`config.mk`:
```
export PLATFORM = sky130hd
export DESIGN_NAME = tsc_host_ctrl
export DESIGN_NICKNAME = d
export VERILOG_FILES = /design/src/rtl/tsc_pkg.sv /design/src/rtl/tsc_sync.sv /design/src/rtl/tsc_sclk_tick.sv /design/src/rtl/tsc_req_arb.sv /design/src/rtl/tsc_frame_seq.sv /design/src/rtl/tsc_host_ctrl.sv
export SDC_FILE = /design/constraint.sdc
export NUM_CORES = 1
export LEC_CHECK = 0
export BUFFER_PORTS_ARGS = -buffer_cell sky130_fd_sc_hd__buf_2
export CAP_MARGIN = 20
export CORE_MARGIN = 4
export CORE_UTILIZATION = 30
export CTS_CLUSTER_SIZE = 28
export DETAILED_ROUTE_END_ITERATION = 10
export GPL_TIMING_DRIVEN = 0
export PLACE_DENSITY = 0.44
export SYNTH_ARGS = -nofsm -noshare
export SYNTH_HDL_FRONTEND = slang
export SYNTH_SLANG_ARGS = --single-unit
```
`constraint.sdc`:
```
create_clock -name clk_i -period 2.75 [get_ports clk_i]
set_clock_uncertainty 0.2 [all_clocks]
set_input_delay 0.4125 -clock clk_i [delete_from_list [all_inputs] [get_ports clk_i]]
set_output_delay 0.4125 -clock clk_i [all_outputs]
set_load 0.05 [all_outputs]
```
`src/rtl/tsc_pkg.sv`:
```
package tsc_pkg;
  localparam int unsigned CMD_W = 8;

  typedef enum logic [1:0] {
    FM_LONG  = 2'd0,
    FM_OVL16 = 2'd1,
    FM_OVL15 = 2'd2,
    FM_RSVD  = 2'd3
  } frame_mode_e;

  typedef enum logic [2:0] {
    SEQ_IDLE,
    SEQ_LEAD,
    SEQ_RUN,
    SEQ_TAIL,
    SEQ_GUARD
  } seq_state_e;

  localparam logic [2:0] ADDR_X   = 3'b101;
  localparam logic [2:0] ADDR_Y   = 3'b001;
  localparam logic [1:0] PD_HOLD  = 2'b11;
  localparam logic [1:0] PD_SLEEP = 2'b00;

  function automatic logic [CMD_W-1:0] build_cmd(input logic [2:0] addr,
                                                 input logic       single_ended,
                                                 input logic [1:0] pd);
    return {1'b1, addr, 1'b0, single_ended, pd};
  endfunction
endpackage

```
`src/rtl/tsc_sync.sv`:
```
module tsc_sync #(
  parameter int unsigned STAGES  = 2,
  parameter logic        RST_VAL = 1'b1
) (
  input  logic clk_i,
  input  logic rst_ni,
  input  logic d_i,
  output logic q_o
);
  logic [STAGES-1:0] sr_q;

  always_ff @(posedge clk_i or negedge rst_ni) begin
    if (!rst_ni) sr_q <= {STAGES{RST_VAL}};
    else         sr_q <= {sr_q[STAGES-2:0], d_i};
  end

  assign q_o = sr_q[STAGES-1];
endmodule

```
`src/rtl/tsc_sclk_tick.sv`:
```
module tsc_sclk_tick #(
  parameter int unsigned DIV_W = 8
) (
  input  logic             clk_i,
  input  logic             rst_ni,
  input  logic             run_i,
  input  logic [DIV_W-1:0] div_i,
  output logic             tick_o
);
  logic [DIV_W-1:0] cnt_q;

  assign tick_o = run_i && (cnt_q == div_i);

  always_ff @(posedge clk_i or negedge rst_ni) begin
    if (!rst_ni)      cnt_q <= '0;
    else if (!run_i)  cnt_q <= '0;
    else if (tick_o)  cnt_q <= '0;
    else              cnt_q <= cnt_q + 1'b1;
  end
endmodule

```
`src/rtl/tsc_req_arb.sv`:
```
module tsc_req_arb (
  input  logic       clk_i,
  input  logic       rst_ni,
  input  logic       ready_i,
  input  logic       pen_low_i,
  input  logic       sw_req_i,
  input  logic [2:0] sw_chan_i,
  output logic       start_o,
  output logic       pen_o,
  output logic [2:0] chan_o
);
  logic       pend_q;
  logic [2:0] chan_q;

  assign start_o = ready_i && (pen_low_i || pend_q);
  assign pen_o   = pen_low_i;
  assign chan_o  = chan_q;

  always_ff @(posedge clk_i or negedge rst_ni) begin
    if (!rst_ni) begin
      pend_q <= 1'b0;
      chan_q <= '0;
    end else begin
      if (sw_req_i) begin
        pend_q <= 1'b1;
        chan_q <= sw_chan_i;
      end else if (start_o && !pen_low_i) begin
        pend_q <= 1'b0;
      end
    end
  end
endmodule

```
`src/rtl/tsc_frame_seq.sv`:
```
module tsc_frame_seq
  import tsc_pkg::*;
#(
  parameter int unsigned RES_W   = 12,
  parameter int unsigned TRAIL_W = 3
) (
  input  logic             clk_i,
  input  logic             rst_ni,
  input  logic             start_i,
  input  logic             pen_i,
  input  logic [2:0]       chan_i,
  input  logic [1:0]       fmode_i,
  input  logic             tick_i,
  input  logic             miso_i,
  output logic             run_o,
  output logic             ready_o,
  output logic             sclk_o,
  output logic             cs_no,
  output logic             mosi_o,
  output logic             xy_valid_o,
  output logic [RES_W-1:0] x_o,
  output logic [RES_W-1:0] y_o,
  output logic             aux_valid_o,
  output logic [RES_W-1:0] aux_o
);
  localparam int unsigned BURST_MAX  = 2;
  localparam int unsigned BI_W       = $clog2(BURST_MAX);
  localparam int unsigned DATA_OFS   = CMD_W + 1;
  localparam int unsigned LONG_FRAME = CMD_W + 1 + RES_W + TRAIL_W;
  localparam int unsigned PER_16     = 2 * CMD_W;
  localparam int unsigned PER_15     = RES_W + TRAIL_W;
  localparam int unsigned EDGE_W     = $clog2(BURST_MAX * LONG_FRAME + 1);
  localparam int unsigned IDX_W      = $clog2(RES_W);
  localparam int unsigned CB_W       = $clog2(CMD_W);

  seq_state_e             state_q;
  logic                   sclk_q, cs_n_q, mosi_q, gap_q, pen_q, long_q;
  logic [EDGE_W-1:0]      edge_q, period_q, total_q, per_sel;
  logic [CMD_W-1:0]       cmd_q [BURST_MAX];
  logic [RES_W-1:0]       res_q [BURST_MAX];
  logic [RES_W-1:0]       x_q, y_q, aux_q;
  logic                   xy_v_q, aux_v_q;

  logic                   next_mosi;
  logic [BURST_MAX-1:0]   cap_hit;
  logic [IDX_W-1:0]       cap_idx [BURST_MAX];
  int                     burst_len;

  always_comb begin
    case (frame_mode_e'(fmode_i))
      FM_OVL16: per_sel = EDGE_W'(PER_16);
      FM_OVL15: per_sel = EDGE_W'(PER_15);
      default:  per_sel = EDGE_W'(LONG_FRAME);
    endcase
  end

  assign burst_len = pen_q ? 2 : 1;

  // map the running edge index onto each frame of the burst
  always_comb begin
    int rel;
    next_mosi = 1'b0;
    cap_hit   = '0;
    for (int k = 0; k < BURST_MAX; k++) begin
      cap_idx[BI_W'(k)] = '0;
      rel = int'(edge_q) - k * int'(period_q);
      if (k < burst_len && rel >= 0 && rel < int'(CMD_W))
        next_mosi = cmd_q[BI_W'(k)][CB_W'(int'(CMD_W) - 1 - rel)];
      if (k < burst_len && rel >= int'(DATA_OFS) && rel < int'(DATA_OFS + RES_W)) begin
        cap_hit[BI_W'(k)] = 1'b1;
        cap_idx[BI_W'(k)] = IDX_W'(int'(DATA_OFS + RES_W) - 1 - rel);
      end
    end
  end

  always_ff @(posedge clk_i or negedge rst_ni) begin
    if (!rst_ni) begin
      state_q  <= SEQ_IDLE;
      sclk_q   <= 1'b0;
      cs_n_q   <= 1'b1;
      mosi_q   <= 1'b0;
      gap_q    <= 1'b0;
      pen_q    <= 1'b0;
      long_q   <= 1'b1;
      edge_q   <= '0;
      period_q <= EDGE_W'(LONG_FRAME);
      total_q  <= '0;
      cmd_q    <= '{default: '0};
      res_q    <= '{default: '0};
      x_q      <= '0;
      y_q      <= '0;
      aux_q    <= '0;
      xy_v_q   <= 1'b0;
      aux_v_q  <= 1'b0;
    end else begin
      xy_v_q  <= 1'b0;
      aux_v_q <= 1'b0;
      case (state_q)
        SEQ_IDLE: if (start_i) begin
          pen_q    <= pen_i;
          long_q   <= (per_sel == EDGE_W'(LONG_FRAME));
          period_q <= per_sel;
          total_q  <= pen_i ? per_sel + EDGE_W'(LONG_FRAME) : EDGE_W'(LONG_FRAME);
          cmd_q[0] <= pen_i ? build_cmd(ADDR_X, 1'b0, PD_HOLD)
                            : build_cmd(chan_i, 1'b1, PD_SLEEP);
          cmd_q[1] <= build_cmd(ADDR_Y, 1'b0, PD_SLEEP);
          res_q    <= '{default: '0};
          cs_n_q   <= 1'b0;
          mosi_q   <= 1'b1;
          edge_q   <= '0;
          gap_q    <= 1'b0;
          state_q  <= SEQ_LEAD;
        end
        SEQ_LEAD: if (tick_i) state_q <= SEQ_RUN;
        SEQ_RUN: if (tick_i) begin
          if (!sclk_q) begin
            if (gap_q) begin
              gap_q <= 1'b0;
            end else begin
              sclk_q <= 1'b1;
              edge_q <= edge_q + 1'b1;
              for (int k = 0; k < BURST_MAX; k++)
                if (cap_hit[BI_W'(k)]) res_q[BI_W'(k)][cap_idx[BI_W'(k)]] <= miso_i;
            end
          end else begin
            sclk_q <= 1'b0;
            if (edge_q == total_q) begin
              mosi_q  <= 1'b0;
              state_q <= SEQ_TAIL;
            end else begin
              mosi_q <= next_mosi;
              // byte boundary pause in the long layout
              if (long_q && edge_q[CB_W-1:0] == '0) gap_q <= 1'b1;
            end
          end
        end
        SEQ_TAIL: if (tick_i) begin
          cs_n_q  <= 1'b1;
          state_q <= SEQ_GUARD;
          if (pen_q) begin
            x_q    <= res_q[0];
            y_q    <= res_q[1];
            xy_v_q <= 1'b1;
          end else begin
            aux_q   <= res_q[0];
            aux_v_q <= 1'b1;
          end
        end
        SEQ_GUARD: if (tick_i) state_q <= SEQ_IDLE;
        default: state_q <= SEQ_IDLE;
      endcase
    end
  end

  assign ready_o     = (state_q == SEQ_IDLE);
  assign run_o       = (state_q != SEQ_IDLE);
  assign sclk_o      = sclk_q;
  assign cs_no       = cs_n_q;
  assign mosi_o      = mosi_q;
  assign xy_valid_o  = xy_v_q;
  assign aux_valid_o = aux_v_q;
  assign x_o         = x_q;
  assign y_o         = y_q;
  assign aux_o       = aux_q;
endmodule

```
`src/rtl/tsc_host_ctrl.sv`:
```
module tsc_host_ctrl #(
  parameter int unsigned DIV_W = 8,
  parameter int unsigned RES_W = 12
) (
  input  logic             clk_i,
  input  logic             rst_ni,
  input  logic [DIV_W-1:0] clk_div_i,
  input  logic [1:0]       frame_mode_i,
  input  logic             pen_irq_ni,
  input  logic             sw_req_i,
  input  logic [2:0]       sw_chan_i,
  input  logic             miso_i,
  output logic             sclk_o,
  output logic             cs_no,
  output logic             mosi_o,
  output logic             xy_valid_o,
  output logic [RES_W-1:0] x_o,
  output logic [RES_W-1:0] y_o,
  output logic             aux_valid_o,
  output logic [RES_W-1:0] aux_o
);
  logic pen_n_sync, ready, run, tick, start, start_pen;
  logic [2:0] start_chan;

  tsc_sync #(.STAGES(2), .RST_VAL(1'b1)) u_pen_sync (
    .clk_i(clk_i), .rst_ni(rst_ni), .d_i(pen_irq_ni), .q_o(pen_n_sync)
  );

  tsc_req_arb u_arb (
    .clk_i(clk_i), .rst_ni(rst_ni), .ready_i(ready), .pen_low_i(!pen_n_sync),
    .sw_req_i(sw_req_i), .sw_chan_i(sw_chan_i),
    .start_o(start), .pen_o(start_pen), .chan_o(start_chan)
  );

  tsc_sclk_tick #(.DIV_W(DIV_W)) u_tick (
    .clk_i(clk_i), .rst_ni(rst_ni), .run_i(run), .div_i(clk_div_i), .tick_o(tick)
  );

  tsc_frame_seq #(.RES_W(RES_W)) u_seq (
    .clk_i(clk_i), .rst_ni(rst_ni), .start_i(start), .pen_i(start_pen),
    .chan_i(start_chan), .fmode_i(frame_mode_i), .tick_i(tick), .miso_i(miso_i),
    .run_o(run), .ready_o(ready), .sclk_o(sclk_o), .cs_no(cs_no), .mosi_o(mosi_o),
    .xy_valid_o(xy_valid_o), .x_o(x_o), .y_o(y_o),
    .aux_valid_o(aux_valid_o), .aux_o(aux_o)
  );
endmodule

```
==> results_dict.tcl, run 1 <==
set metrics [dict create \
    rsz0062_at_grt "false" \
    grt_pass1_wl_mm 14.46 \
    fp.dieH_um 119.3 \
    fmax_mhz 389.4 \
    ant_nets 0 \
    die-area_um2 14230 \
    fin_cells 585 \
    holdPathStages 2 \
    worstPathRequired_ps 2790 \
    synth_most_common_cell "dfrtp_1" \
    synth.top_cell.area_share 0.4850 \
    synth.largest_area_cell "dfrtp_1" \
    num_io_pins 59 \
    syn_area_per_cell_um2 11.02 \
    cp.arrival_ps 2610 \
    nFillCells 1216 \
    dp_hpwl_mm 6.104 \
    leakage_nw 2.247 \
    htree_levels 3 \
    hold_viol_final 0 \
    synth_edf_count 0 \
    grt_max_degree 49 \
    clockRootBuffer "clkbuf_16" \
    remaining_drc_errors 0 \
    powerDensity_nw_per_um2 796.4 \
    ir_drop_v 0.0005075 \
    drive_gt1_frac 0.2590 \
    worstHoldPathType "primary input to flop" \
    netlist_instances 337 \
    status "finished, final reports clean" \
    cp_max_fo 10 \
    groute.usage.overall 0.1261 \
    drv_slew 0 \
    path_clk_slew_ps 50 \
    start_util 0.3080 \
    grt_overflow 0 \
    multi_input_area_um2 1683 \
    design_area_um2 4656 \
    placed_area_um2 4227 \
    die_w_um 119.3 \
    final_nets 438 \
    yosys_warnings 0 \
    place.gp.congestion 0.8306 \
    vias 2713 \
    final_core_util 0.3860 \
    wl_per_cell_um 14.35 \
    cts_tree "yes" \
    yosysSeqAreaShare 0.5133 \
    clock-sinks 76 \
    maxCapViolCount 0 \
    synth-seq-cells 76 \
    drtIter0Drc 180 \
    yosys-top-cells-count "dfrtp_1 (72), nand2_1 (31), nor2_1 (27), mux2_1 (25), nand3_1 (21)" \
    finalSetupViolations 0 \
    grt_pass1_vias 2774 \
    ys_types 55 \
    slew_headroom 0.5888 \
    drt_wl_total_mm 8.396 \
    cts_buffers 9 \
    critPathLaunchType "flop" \
    synth_area_um2 3715 \
    cts_buffer_depth 2 \
    tightest_slew_ps 614.6 \
    portBuffers 46 \
    avgViaCountPerCell 4.638 \
    postSynth.asyncResetShare 1.000 \
    synth_area_leaders "dfrtp_1 (49%), mux2_1 (7.6%), xor2_1 (4.0%), nand2_1 (3.1%), buf_4 (2.8%)" \
    worst_setup_path_end_kind "flop" \
    coreArea_um2 12060 \
    antenna_cells 0 \
    antenna_found_initial 0 \
    placed_cells 563 \
    synth_flop_cell "dfrtp_1" \
    critical_path_class "flop to flop" \
    syn2layout_area_growth_pct 25.33 \
    num_rows 40 \
    clk_latency_ps 330 \
    post-route-min-period_ps 2568 \
    seqCellArea_um2 1907 \
    first_pass_iters 4 \
    post-route-period-util 0.9339 \
    ff2ff_path_depth 7 \
]
[per-layer routing]
layer | share of wire | vias to the layer above | GRT usage | wire length (um)
met1 | 0.47 | 1307 | 0.1685 | 3975
met5 | 0 | - | 0 | 0
met4 | 0.016 | 0 | 0.04272 | 131
met3 | 0.040 | 9 | 0.03229 | 340
met2 | 0.47 | 58 | 0.1985 | 3949
li1 | - | 1339 | - | -
[where the power goes]
part / switching (mW) / total (mW) / internal, mW / leakage (nW)
registers: 0.187 / 1.53 / 1.35 / 0.959
logic: 0.472 / 0.799 / 0.328 / 1.12
clock network: 0.441 / 1.38 / 0.934 / 0.173
total: 1.10 / 3.71 / 2.61 / 2.25
[path summary, 6_finish.rpt]
path | from | endpoint | slack [ps]
min | sw_chan_i[1] | u_arb.chan_o[1] | 110
max in group asynchronous | rst_ni | u_pen_sync.sr_q[1] | 1370
max | u_seq.edge_q[0] | u_seq.res_q[16] | 180
min reg2reg | u_pen_sync.sr_q[0] | u_pen_sync.sr_q[1] | 150
min in group asynchronous | rst_ni | u_seq.xy_valid_o | 350
max reg2reg | u_seq.edge_q[0] | u_seq.res_q[16] | 180
[metrics by stage]
| step | power, mW | hold WS [ps] | setup TNS [ps] | setup WS [ps] |
|---|---|---|---|---|
| 2_1_floorplan | 2.116 | -83.09 | 0 | 360.1 |
| 3_5_place_dp | 2.343 | 147.3 | -816.3 | -93.98 |
| 4_1_cts | 3.754 | 95.84 | 0 | 16.05 |
| 5_1_grt | 3.941 | 97.16 | 0 | 13.62 |
| 6_report | 3.708 | 111.4 | 0 | 181.8 |
| 3_3_place_gp | 2.322 | 145.5 | -509.7 | -57.18 |
[repair_timing]
action / 4_1_cts / 5_1_grt
endpoints found under the setup margin: 0 / 19
resized for setup: 0 / 11
hold buffers: 2 / 0
hold endpoints to repair: 29 / 0
buffers inserted: 0 / 4
[layout by cell type (no fill, tap or decap), types with 3 or more instances in the layout]
cell type | synthesis | final
a211oi_1 | 3 | 3
a21oi_1 | 3 | 3
a2bb2oi_1 | 3 | 3
and2_1 | 3 | 3
and3_1 | 3 | 3
buf_2 | 3 | 47
buf_4 | 14 | 19
bufinv_16 | 0 | 3
clkbuf_1 | 5 | 6
clkbuf_16 | 0 | 9
conb_1 | 1 | 12
dfrtp_1 | 72 | 72
dfstp_2 | 4 | 4
ha_1 | 8 | 8
inv_1 | 8 | 7
mux2_1 | 25 | 25
mux2_2 | 3 | 3
nand2_1 | 31 | 30
nand3_1 | 21 | 20
nand4_1 | 4 | 4
nor2_1 | 27 | 26
nor2b_1 | 4 | 4
nor3_1 | 4 | 4
nor4_1 | 7 | 7
o21ai_0 | 7 | 7
o21ai_1 | 5 | 5
o22ai_1 | 9 | 9
o32a_1 | 3 | 3
or3b_1 | 3 | 3
xor2_1 | 17 | 17
[registers in the layout, summed over array words and instances (netlist names)]
name	count
u_seq.aux_o	12
u_seq.res_q	12
u_seq.x_o	12
u_tick.cnt_q	8
u_seq.cmd_q	6
u_seq.edge_q	6
u_seq.total_q	4
u_arb.chan_o	3
u_seq.state_q	3
u_pen_sync.sr_q	2
u_arb.pend_q	1
u_seq.aux_valid_o	1
u_seq.cs_no	1
u_seq.gap_q	1
u_seq.long_q	1
u_seq.mosi_o	1
u_seq.sclk_o	1
u_seq.xy_valid_o	1
[critical path, cell delays in order (launching register included)]
cell and delay [ps]:
dfrtp_1 410, buf_6 180, clkinvlp_4 140, ha_1 220, ha_1 350, or3_4 440
or3_4 360, o22ai_1 180
[area by class of cell]
cell class | instances | area share
Timing Repair Buffer | 53 | 0.06665
Tap cell | 168 | 0.04515
Inverter | 9 | 0.008062
Sequential cell | 76 | 0.4096
Clock inverter | 4 | 0.02042
Buffer | 23 | 0.03359
Clock buffer | 12 | 0.05509
Multi-Input combinational cell | 240 | 0.3615
[kinds of logic after synthesis]
kind of cell	synth area share
muxes	0.09094
other	0.001009
DFF	0.5133
and+or+nand+nor	0.1778
adders and majority gates	0.02695
AOI/OAI and AO/OA	0.09364
buffers and inverters	0.04951
xor gates and xnor gates	0.04682
No activity file was read; power rests on OpenSTA's default activity.
==> run 2: changes to the inputs <==
PLACE_DENSITY = 0.43   (was 0.44)
SYNTH_HIERARCHICAL = 1   (was not set)
==> results_dict.tcl, run 2 <==
set metrics [dict create \
    status "finished, final reports clean" \
    worstPathRequired_ps 2830 \
    critical_path_class "flop to flop" \
    grt.met2_usage 0.1965 \
    ir_drop_v 0.0004434 \
    num_rows 41 \
    avgViaCountPerCell 4.570 \
    cp_top_family "simple AND/OR/NAND/NOR gates" \
    rrSetupSlack_ps 130 \
    synth.top_cell.area_share 0.4617 \
    drt_wl_total_mm 8.714 \
    cts_buffer_depth 2 \
    holdPathStages 2 \
    final_cell_mix "nand2_1 (71), dfrtp_1 (70), buf_2 (48), buf_4 (22), o21ai_0 (22)" \
    path_buf_inv 0 \
    cts_buffers 9 \
    final_nets 479 \
    hold_viol_final 0 \
    fp.dieH_um 122.1 \
    timing.hold.ws_ps 107.4 \
    grt_util_met1 0.1714 \
    vias 2879 \
    critPathMaxStageDelay_ps 430 \
    ys_types 69 \
    cp.arrival_ps 2690 \
    antenna_cells 0 \
    yosys-top-cells-count "dfrtp_1 (72), nand2_1 (71), o21ai_0 (22), inv_1 (16)" \
    synth_area_leaders "dfrtp_1 (46%), nand2_1 (6.8%), mux2_2 (4.3%), xor2_1 (3.4%), buf_4 (2.9%)" \
    critPathLaunchType "flop" \
    reg2reg_from "u_tick/cnt_q[3]" \
    crit_path_start "u_tick/cnt_q[3]" \
    critPathCapture "u_seq/res_q[19]" \
    drv_slew 0 \
    grt_pass1_vias 2894 \
    synth_edf_count 0 \
    remaining_drc_errors 0 \
    synth.largest_area_cell "dfrtp_1" \
    synth_most_common_cell "dfrtp_1" \
    ant_nets 0 \
    layout_commonest_cell "nand2_1" \
    busiest_layer "met2" \
    internal_power_mw 2.074 \
    syn2layout_area_growth_pct 22.64 \
    dp_hpwl_mm 6.446 \
    postSynth.asyncResetShare 1.000 \
    cpMaxStageDelayCell "dfrtp_1" \
    powerDensity_nw_per_um2 619.0 \
    num_io_pins 59 \
    clockRootBuffer "clkbuf_16" \
    rsz0062_at_grt "false" \
    pwr-share-seq 0.456 \
    path_clk_slew_ps 60 \
    yosysSeqAreaShare 0.4886 \
    syn_area_per_cell_um2 10.32 \
    htree_levels 3 \
    crit_chain "xor2_1 -> nor4_4 -> and3_4 -> and4bb_1 -> and2_4 -> nand2_1 -> nor4_2 -> a32o_1" \
    cp.depth 8 \
    die_w_um 122.1 \
    cp_max_fo 6 \
    synth_flop_cell "dfrtp_1" \
    tightest_slew_ps 516.0 \
    start_util 0.3080 \
    groute.usage.overall 0.1295 \
    synth-seq-cells 76 \
    swShare 0.2998 \
    synth_area_um2 3902 \
    worst_setup_path_end_kind "flop" \
    p_switching_mw 0.8883 \
    clock-sinks 76 \
    post-route-min-period_ps 2618 \
    post-route-period-util 0.9519 \
    fmax_mhz 382.0 \
    netlist_instances 378 \
    portBuffers 46 \
    finalSetupViolations 0 \
    pwr-share-comb 0.182 \
    drive_gt1_frac 0.3100 \
    worstHoldPathType "primary input to flop" \
    first_pass_iters 4 \
    clk_latency_ps 340 \
    timing.rr.end "u_seq/res_q[19]" \
    cts_tree "yes" \
    grt_pass1_wl_mm 14.86 \
    grt_overflow 0 \
    wl_per_cell_um 13.83 \
    coreArea_um2 12670 \
    grt_max_degree 41 \
    tns_ps 0 \
    place.gp.congestion 0.8008 \
    leakage_nw 2.330 \
    antenna_found_initial 0 \
    clkPwrFrac 0.363 \
    ff2ff_path_depth 8 \
    met3_usage 0.04875 \
    drtIter0Drc 169 \
    maxCapViolCount 0 \
    die-area_um2 14900 \
    yosys_warnings 6 \
    slew_headroom 0.6560 \
]
==> run 2: cells by family after synthesis <==
family                     Yosys count  synth area share
and+or+nand+nor                    142            0.1860
AOI/OAI and AO/OA                   70            0.1334
adders and majority gates            8           0.02565
buffers and inverters               44           0.06252
other                                1         0.0009609
DFF                                 76            0.4886
muxes                               16           0.05002
xor gates and xnor gates            21           0.05290
==> run 2: metal layers <==
layer	part of all wire	vias to the layer above	wire length, um
met5	0	-	0
met4	0.014	0	125
met3	0.058	11	502
met2	0.46	61	3989
met1	0.47	1364	4097
li1	-	1443	-
==> run 2: worst min-delay path by stage <==
stage                            start                  to  slack, ps
floorplan                       rst_ni     u_arb/chan_o[0]        -80
global placement    u_pen_sync/sr_q[0]  u_pen_sync/sr_q[1]        150
detailed placement  u_pen_sync/sr_q[0]  u_pen_sync/sr_q[1]        150
CTS                       sw_chan_i[1]     u_arb/chan_o[1]         90
global route              sw_chan_i[1]     u_arb/chan_o[1]        100
finish                    sw_chan_i[1]     u_arb/chan_o[1]        110
==> run 2: area by class of cell <==
class | count | area [um2]
fill | 1297 | 7885
sequential | 76 | 1909
multi-input combinational | 269 | 1836
timing repair buffer | 54 | 310.3
clock buffer | 10 | 229.0
tap | 172 | 215.2
buffer | 27 | 186.4
inverter | 16 | 60.06
clock inverter | 6 | 40.04
==> run 2: power groups by stage <==
stage	clock network, mW	registers, mW	logic, mW
3_5_place_dp	0	1.37	0.524
4_1_cts	1.12	1.35	0.537
5_1_grt	1.18	1.37	0.608
2_1_floorplan	0	1.34	0.412
3_3_place_gp	0	1.37	0.511
6_report	1.07	1.35	0.539
==> run 2: timing repair <==
item / CTS / global route
hold buffers: 2 / 0
setup buffers: 2 / 3
pin swaps: 2 / 4
resized for setup: 2 / 11
hold endpoints to repair: 40 / 0
endpoints found under the setup margin: 39 / 33
==> run 2: metrics by stage <==
stage	cells	instance area (um2)	setup WS, ps	power, mW	util
after global routing	630	4786	10.31	3.151	0.3777
final	630	4786	132.3	2.963	0.3777
after detailed placement	608	4429	-469.0	1.890	0.3496
after floorplan	389	3961	88.05	1.750	-
after CTS	628	4738	20.33	3.007	0.3740
after global placement	607	4407	-457.1	1.878	0.3478
==> run 3: changes to the inputs <==
CELL_PAD_IN_SITES_DETAIL_PLACEMENT = 1   (was not set)
CELL_PAD_IN_SITES_GLOBAL_PLACEMENT = 1   (was not set)
PLACE_DENSITY = 0.54   (was 0.43)
==> results_dict.tcl, run 3 (synthesized netlist as in run 2, its figures left out) <==
set metrics [dict create \
    ant_nets 0 \
    status "finished, final reports clean" \
    leakage_nw 2.347 \
    nFillCells 1472 \
    worstHoldPathType "primary input to flop" \
    vias 2950 \
    syn2layout_area_growth_pct 24.08 \
    cpMaxStageDelayCell "dfrtp_2" \
    timing.hold.ws_ps 103.4 \
    drt_wl_total_mm 9.328 \
    num_rows 41 \
    die_w_um 122.1 \
    post-route-period-util 0.9563 \
    hold_viol_final 0 \
    maxCapViolCount 0 \
    start_util 0.3080 \
    final_cell_mix "nand2_1 (71), dfrtp_1 (70), buf_2 (48), buf_4 (23), o21ai_0 (21)" \
    powerDensity_nw_per_um2 648.0 \
    worst_setup_path_end_kind "flop" \
    clockRootBuffer "clkbuf_16" \
    crit_chain "xor2_1 -> nor4_4 -> and3_4 -> and4bb_1 -> buf_4 -> nand2_1 -> o21ai_1 -> o21ai_0 -> a32o_1" \
    cts_tree "yes" \
    timing.rr.end "u_seq/res_q[19]" \
    antenna_cells 0 \
    fp.dieH_um 122.1 \
    rsz0062_at_grt "true" \
    groute.usage.overall 0.1344 \
    post-route-min-period_ps 2630 \
    drtIter0Drc 99 \
    portBuffers 46 \
    seqCellArea_um2 1909 \
    avgViaCountPerCell 4.668 \
    hold_end "u_arb/chan_o[2]" \
    grt_pass1_vias 3142 \
    remaining_drc_errors 0 \
    fmax_mhz 380.2 \
    finalSetupViolations 0 \
    path_clk_slew_ps 70 \
    wl_per_cell_um 14.76 \
    reg2reg_from "u_tick/cnt_q[3]" \
    final_nets 481 \
    ir_drop_v 0.0004002 \
    htree_levels 3 \
    critical_path_class "flop to flop" \
    cts_buffers 9 \
    dp_hpwl_mm 6.918 \
    multi_input_area_um2 1828 \
    layout_commonest_cell "nand2_1" \
    place.gp.congestion 0.8003 \
    drv_slew 0 \
    antenna_found_initial 0 \
    design_area_um2 4842 \
    holdPathStages 2 \
    critPathLaunchType "flop" \
    worstPathRequired_ps 2780 \
    num_io_pins 59 \
    cts_buffer_depth 2 \
    grt_pass1_wl_mm 15.74 \
    hp-start "sw_chan_i[2]" \
    ff2ff_path_depth 9 \
    dp_slack_ps -533.8 \
    tns_ps 0 \
    first_pass_iters 4 \
    grt_overflow 0 \
    clock-sinks 76 \
    rrSetupSlack_ps 120 \
    critPathMaxStageDelay_ps 440 \
    cp.arrival_ps 2660 \
    die-area_um2 14900 \
    setup_slack_ps 120.1 \
    coreArea_um2 12670 \
    placed_area_um2 4437 \
    cp_max_fo 6 \
    grt_max_degree 45 \
    clk_latency_ps 340 \
    drive_gt1_frac 0.3087 \
]
run 3: timing repair:
| item | in CTS | in global routing |
|---|---|---|
| pin swaps | 2 | 4 |
| buffers inserted | 2 | 5 |
| setup endpoints to repair | 41 | 25 |
| hold endpoints to repair | 33 | 0 |
| hold buffers | 2 | 0 |
| resized for setup | 4 | 7 |
run 3: cell type report:
type | instances | area share
Clock buffer | 9 | 0.04651
Buffer | 27 | 0.03902
Multi-Input combinational cell | 269 | 0.3775
Sequential cell | 76 | 0.3943
Tap cell | 172 | 0.04444
Inverter | 16 | 0.01240
Timing Repair Buffer | 56 | 0.06873
Clock inverter | 7 | 0.01705
run 3: worst max path at each step:
stage                     start         endpoint  cells past startpoint
3_5_place_dp       clk_div_i[6]  u_seq/aux_o[11]                      9
3_3_place_gp       clk_div_i[7]  u_seq/aux_o[10]                      9
2_1_floorplan      clk_div_i[7]   u_seq/aux_o[0]                      8
5_1_grt        u_seq/state_q[1]  u_seq/edge_q[1]                      9
4_1_cts         u_seq/edge_q[0]  u_seq/res_q[23]                      8
6_report        u_tick/cnt_q[3]  u_seq/res_q[19]                      9
run 3: critical path, delay by kind of cell, from the launching register on:
family	cells	cell delay, ps
and+or+nand+nor	4	920
AOI/OAI and AO/OA	3	650
DFF	1	440
xor gates and xnor gates	1	180
buffers and inverters	1	120
run 3: per-stage QoR:
step	utilization	power, mW	instances
after floorplan	-	1.750	389
after global placement	0.3478	1.877	607
after detailed placement	0.3502	1.904	608
after CTS	0.3781	3.167	627
after global routing	0.3821	3.313	632
final	0.3821	3.138	632
run 3: per-layer routing:
metal  wire [um]  global-route usage  vias up
met5           0                   0        -
met4         110             0.05038        0
met3         358             0.03203        8
met2        4314              0.2093       51
met1        4544              0.1818     1451
li1            -                   -     1440
run 3: power by group:
part	switching (mW)	total, mW	internal [mW]
clock	0.504	1.22	0.717
sequential	0.106	1.35	1.24
combinational	0.336	0.567	0.232
